--- src/rtl/irq_latch_pkg.sv ---
package irq_latch_pkg;
  localparam int NUM_SRC  = 6;
  localparam int IDX_W    = 3;
  localparam int LIST_MAX = 6;
  localparam int LEN_W    = 3;
  localparam int PACK_W   = 16;
  localparam int RDATA_W  = 8;
  localparam int SYNC_STG = 2;
endpackage

--- src/rtl/irq_src_sync.sv ---
module irq_src_sync #(
  parameter int W   = 6,
  parameter int STG = 2
) (
  input  logic         clk_i,
  input  logic         rst_ni,
  input  logic [W-1:0] src_i,
  output logic [W-1:0] rise_o
);
  // STG synchroniser flops plus one history flop for edge detection
  logic [W-1:0] stg_q [STG+1];

  always_ff @(posedge clk_i or negedge rst_ni) begin
    if (!rst_ni) begin
      for (int i = 0; i <= STG; i++) stg_q[i] <= '0;
    end else begin
      stg_q[0] <= src_i;
      for (int i = 1; i <= STG; i++) stg_q[i] <= stg_q[i-1];
    end
  end

  assign rise_o = stg_q[STG-1] & ~stg_q[STG];
endmodule

--- src/rtl/irq_status_latch.sv ---
module irq_status_latch #(
  parameter int W = 6
) (
  input  logic         clk_i,
  input  logic         rst_ni,
  input  logic [W-1:0] rise_i,
  input  logic         en_wr_i,
  input  logic [W-1:0] en_wdata_i,
  output logic [W-1:0] en_o,
  output logic [W-1:0] status_o,
  output logic         irq_o
);
  logic [W-1:0] en_q, en_d, status_q, status_d;
  logic         irq_q;

  assign en_d = en_wr_i ? en_wdata_i : en_q;
  // an edge counts only if enabled both before and after this cycle's write
  assign status_d = (status_q | (rise_i & en_q)) & en_d;

  always_ff @(posedge clk_i or negedge rst_ni) begin
    if (!rst_ni) begin
      en_q     <= '0;
      status_q <= '0;
      irq_q    <= 1'b0;
    end else begin
      en_q     <= en_d;
      status_q <= status_d;
      irq_q    <= |status_d;
    end
  end

  assign en_o     = en_q;
  assign status_o = status_q;
  assign irq_o    = irq_q;

  a_r3_sticky: assert property (@(posedge clk_i) disable iff (!rst_ni)
    ((status_q & en_q) != '0) |=>
      ((status_q & $past(status_q & en_q & en_d)) == $past(status_q & en_q & en_d)));

  a_r4_clear_when_disabled: assert property (@(posedge clk_i) disable iff (!rst_ni)
    (status_q & ~en_q) == '0);

  a_r2_set_only_on_edge: assert property (@(posedge clk_i) disable iff (!rst_ni)
    1'b1 |=> ((status_q & ~$past(status_q) & ~$past(rise_i & en_q)) == '0));

  a_r6_irq_rise: assert property (@(posedge clk_i) disable iff (!rst_ni)
    $rose(irq_q) |-> ($past(status_q) == '0 && status_q != '0));

  a_r6_irq_level: assert property (@(posedge clk_i) disable iff (!rst_ni)
    irq_q == (status_q != '0));
endmodule

--- src/rtl/irq_stream_pack.sv ---
module irq_stream_pack #(
  parameter int W        = 6,
  parameter int IDX_W    = 3,
  parameter int LIST_MAX = 6,
  parameter int LEN_W    = 3,
  parameter int PACK_W   = 16
) (
  input  logic                      clk_i,
  input  logic                      rst_ni,
  input  logic [W-1:0]              status_i,
  input  logic [LIST_MAX*IDX_W-1:0] list_i,
  input  logic [LEN_W-1:0]          len_i,
  output logic [PACK_W-1:0]         pack_o
);
  logic [LEN_W-1:0] len_eff;

  assign len_eff = (len_i > LEN_W'(LIST_MAX)) ? LEN_W'(LIST_MAX) : len_i;

  for (genvar k = 0; k < PACK_W; k++) begin : g_bit
    if (k < LIST_MAX) begin : g_used
      logic [IDX_W-1:0] idx;
      assign idx = list_i[k*IDX_W +: IDX_W];
      assign pack_o[k] = (LEN_W'(k) < len_eff) && (idx < IDX_W'(W)) && status_i[idx];
    end else begin : g_zero
      assign pack_o[k] = 1'b0;
    end
  end

  a_r8_above_len_zero: assert property (@(posedge clk_i) disable iff (!rst_ni)
    (pack_o >> len_eff) == '0);

  a_r8_no_bits_without_status: assert property (@(posedge clk_i) disable iff (!rst_ni)
    (status_i == '0) |-> (pack_o == '0));
endmodule

--- src/rtl/irq_latch_ctrl.sv ---
module irq_latch_ctrl
  import irq_latch_pkg::*;
(
  input  logic                      clk_i,
  input  logic                      rst_ni,
  input  logic [NUM_SRC-1:0]        src_i,
  input  logic                      reg_addr_i,
  input  logic                      reg_wr_i,
  input  logic [NUM_SRC-1:0]        reg_wdata_i,
  output logic [RDATA_W-1:0]        reg_rdata_o,
  output logic                      irq_o,
  input  logic [LIST_MAX*IDX_W-1:0] chan_list_i,
  input  logic [LEN_W-1:0]          chan_len_i,
  output logic [PACK_W-1:0]         pack_o
);
  logic [NUM_SRC-1:0] rise, en, status;
  logic               en_wr;

  assign en_wr = reg_wr_i && (reg_addr_i == 1'b0);

  irq_src_sync #(.W(NUM_SRC), .STG(SYNC_STG)) u_sync (
    .clk_i, .rst_ni, .src_i, .rise_o(rise)
  );

  irq_status_latch #(.W(NUM_SRC)) u_latch (
    .clk_i, .rst_ni, .rise_i(rise), .en_wr_i(en_wr), .en_wdata_i(reg_wdata_i),
    .en_o(en), .status_o(status), .irq_o
  );

  irq_stream_pack #(
    .W(NUM_SRC), .IDX_W(IDX_W), .LIST_MAX(LIST_MAX), .LEN_W(LEN_W), .PACK_W(PACK_W)
  ) u_pack (
    .clk_i, .rst_ni, .status_i(status), .list_i(chan_list_i),
    .len_i(chan_len_i), .pack_o
  );

  assign reg_rdata_o = RDATA_W'(reg_addr_i ? status : en);

  a_r7_status_write_ignored: assert property (@(posedge clk_i) disable iff (!rst_ni)
    (reg_wr_i && reg_addr_i) |=> $stable(en));
endmodule

--- config.mk ---
export PLATFORM = sky130hd
export DESIGN_NAME = irq_latch_ctrl
export DESIGN_NICKNAME = d
export VERILOG_FILES = /design/src/rtl/irq_latch_pkg.sv /design/src/rtl/irq_src_sync.sv /design/src/rtl/irq_status_latch.sv /design/src/rtl/irq_stream_pack.sv /design/src/rtl/irq_latch_ctrl.sv
export SDC_FILE = /design/constraint.sdc
export NUM_CORES = 1
export LEC_CHECK = 0
export BUFFER_PORTS_ARGS = -buffer_cell sky130_fd_sc_hd__buf_2
export CAP_MARGIN = 15
export CORE_MARGIN = 3
export CORE_UTILIZATION = 48
export CTS_CLUSTER_SIZE = 14
export DETAILED_ROUTE_END_ITERATION = 8
export PLACE_DENSITY = 0.79
export SLEW_MARGIN = 25
export SYNTH_ARGS = -nofsm -noshare
export SYNTH_HDL_FRONTEND = slang
export SYNTH_SLANG_ARGS = --single-unit
--- constraint.sdc ---
create_clock -name clk_i -period 1.76 [get_ports clk_i]
set_clock_uncertainty 0.1 [all_clocks]
set_input_delay 0.44 -clock clk_i [delete_from_list [all_inputs] [get_ports clk_i]]
set_output_delay 0.44 -clock clk_i [all_outputs]
set_load 0.02 [all_outputs]
==> run metrics <==
status finished, violations left; failing checks setup timing; Worst R2R End u_latch.irq_o; post-DP HPWL 2.60 mm; TritonCTS Buffers 5; CTS root buf clkbuf_4; reg2reg start u_latch.status_o[0]; Yosys top cell area share 0.496; post-synthesis sequential area ratio 0.496; Core Region 3080 sq um; Tcrit/Tclk final 1.23; post-layout net count 257; first-pass GRT wire length 5.84 mm; R2R depth 5; Data required, critical path 1.22 ns; Vias/cell 5.09; most common library cells after synthesis dfrtp_1 (31), nand2_1 (18), nor2_1 (16); routability cong. 0.842; die area 3980 sq um; Overall Global Routing Usage 0.185; H-Tree Depth 2; Distinct cells, synth 26; synth top area cells dfrtp_1 (50%), buf_4 (5.8%), mux4_2 (5.8%), mux2i_1 (5.1%), mux2_2 (5.0%); max-slew violations 0; synthesized flop and latch total 31; Residual DRC 0; net load switching power 0.498 mW; CTS clk-pin slew, worst paths 0.10 ns; Critical Path Max Stage Delay 0.47 ns; r2r setup slk 0.04 ns; Comb power frac 0.267; worst min path class in2async; PD cells 791 nW/um^2; count leader, synth dfrtp_1; CP Max Fanout 7; Clock Path Buffers 2; part of the power in registers 0.465; RSZ-0062 raised after global routing yes; Power Total 1.74 mW; number of endpoints failing setup at the final stage 12; antenna violations before repair 0; layout cells sized above 1 0.480; CP Class reg2out; I/O pins 62; final instance area 2190 sq um; max-cap viol count 0; fmax 0.464 GHz; largest net degree at the start of global routing 32; WL/cell 13.8 um; min Tclk post-route 2.16 ns; Leakage 1.12 nW; final hold viol count 0; Final Non-Filler Cells 265; async set-reset flop share out of synthesis 1.00; vias 1,349; Worst Path Arrival 1.62 ns; die height 63.1 um; crit path launch type register; crit path max-delay cell type dfrtp_2; Sum Neg Setup Slack -3.07 ns; CP Capture Type output pin; CTS tree done; Synth Area per Inst 10.8 sq um; # rows 20; Placed Cells 249; critical path, cell by cell mux4_2 -> mux2i_1 -> nor2b_1 -> buf_2; Placed Area 1930 sq um; TritonRoute pass-1 iters 4; number of synthesized flops with an enable pin 0; Worst-Margin Slew 0.652 ns; Detailed Route Iter0 Violations 105; Sink Count 31; gr ovfl total 0; Detail Route Antenna Nets 0; Antenna Cells 0; chip width 63.1 um; starting density of the core 0.509; Synth Instances 145; Port Buf Inserts 49; ys flop type dfrtp_1; clock power share 0.267; Sw Ratio 0.287; cell-internal power 1.24 mW; Peak VDD IR 0.000561 V; Synth area leader dfrtp_1; vias in the first global route 1,299; worst setup margin -0.397 ns; drt total wl 3.66 mm; Post-Syn Area 1570 sq um; worst skew pair latency 0.32 ns; Syn-to-layout area delta 40.2%; Synth Warn # 0; relative slew slack 0.565
cell usage in the layout (no fill, tap or decap), types with 2 or more instances in the layout:
cell type,count
a21oi_1,6
a21oi_2,2
buf_2,39
buf_4,19
buf_6,16
clkbuf_4,5
clkbuf_8,2
conb_1,12
dfrtp_1,27
dfrtp_2,4
inv_1,4
mux2_2,3
mux2_4,4
mux2i_1,8
mux4_2,4
nand2_1,18
nor2_1,16
nor2b_1,7
o22ai_1,8
o22ai_2,2
o311ai_1,2
power by group through the flow:
stage          combinational [mW]  clock [mW]  sequential, mW
6_report                    0.464       0.464           0.808
5_1_grt                     0.499       0.505           0.816
4_1_cts                     0.437       0.478           0.807
3_5_place_dp                0.375           0           0.818
3_3_place_gp                0.364           0           0.812
2_1_floorplan               0.232           0           0.813
worst max-delay path by stage:
stage / start / endpoint / slack (ns) / cells past startpoint
final: u_latch.status_o[1] / pack_o[3] / -0.40 / 4
after global routing: u_latch.status_o[1] / pack_o[3] / -0.49 / 4
after CTS: u_latch.status_o[0] / pack_o[3] / -0.40 / 4
after detailed placement: chan_list_i[6] / pack_o[2] / -0.19 / 5
after global placement: chan_list_i[0] / pack_o[0] / -0.16 / 5
after floorplan: u_latch.status_o[2] / pack_o[4] / 0.01 / 5
cell families (layout without fill, tap and decap cells):
| family | Yosys count | in the layout | share of synthesized area |
|---|---|---|---|
| DFF | 31 | 31 | 0.496 |
| other | 1 | 12 | 0.00240 |
| and+or+nand+nor | 46 | 46 | 0.141 |
| buffers and inverters | 22 | 87 | 0.0975 |
| AOI/OAI and AO/OA | 26 | 26 | 0.105 |
| muxes | 19 | 19 | 0.159 |
repair_timing:
item | 4_1_cts | 5_1_grt
setup endpoints to repair | 12 | 13
resized for setup | 34 | 10
buffers inserted | 6 | 4
hold buffers | 0 | 0
pin swaps | 4 | 3
routing by layer:
metal  vias up  GRT usage  share of wire  routed length (um)
met5         -          0              0                   0
met4         0     0.0579          0.012                  44
met3         8     0.0624          0.087                 320
met2        78      0.325           0.51                1880
met1       635      0.210           0.39                1420
li1        628          -              -                   -
through the flow:
step                       util  hold WS (ns)  setup slack (ns)
after floorplan               -        0.0444            0.0108
after global placement    0.626         0.234            -0.157
after CTS                 0.697        0.0426            -0.404
after detailed placement  0.626         0.237            -0.193
final                     0.713        0.0383            -0.397
after global routing      0.713        0.0596            -0.491
sequential cells by signal (all words and copies together), names as in the netlist:
name,count
u_latch.irq_o,1
u_sync.stg_q,18
u_latch.en_o,6
u_latch.status_o,6
cell type report:
type | instances | area, sq um
clock buffer | 8 | 68.8
fill | 237 | 883
inverter | 4 | 15.0
multi-input combinational | 103 | 737
sequential | 31 | 781
tap | 44 | 55.1
timing repair buffer | 75 | 538
worst max-delay path, delay by kind of cell, from the launching register on:
family	cells	cell delay, ns
buffers and inverters	1	0.15
flip-flops	1	0.47
multiplexers	2	0.61
AND/OR/NAND/NOR	1	0.06
Power figures use the tool's default switching activity.
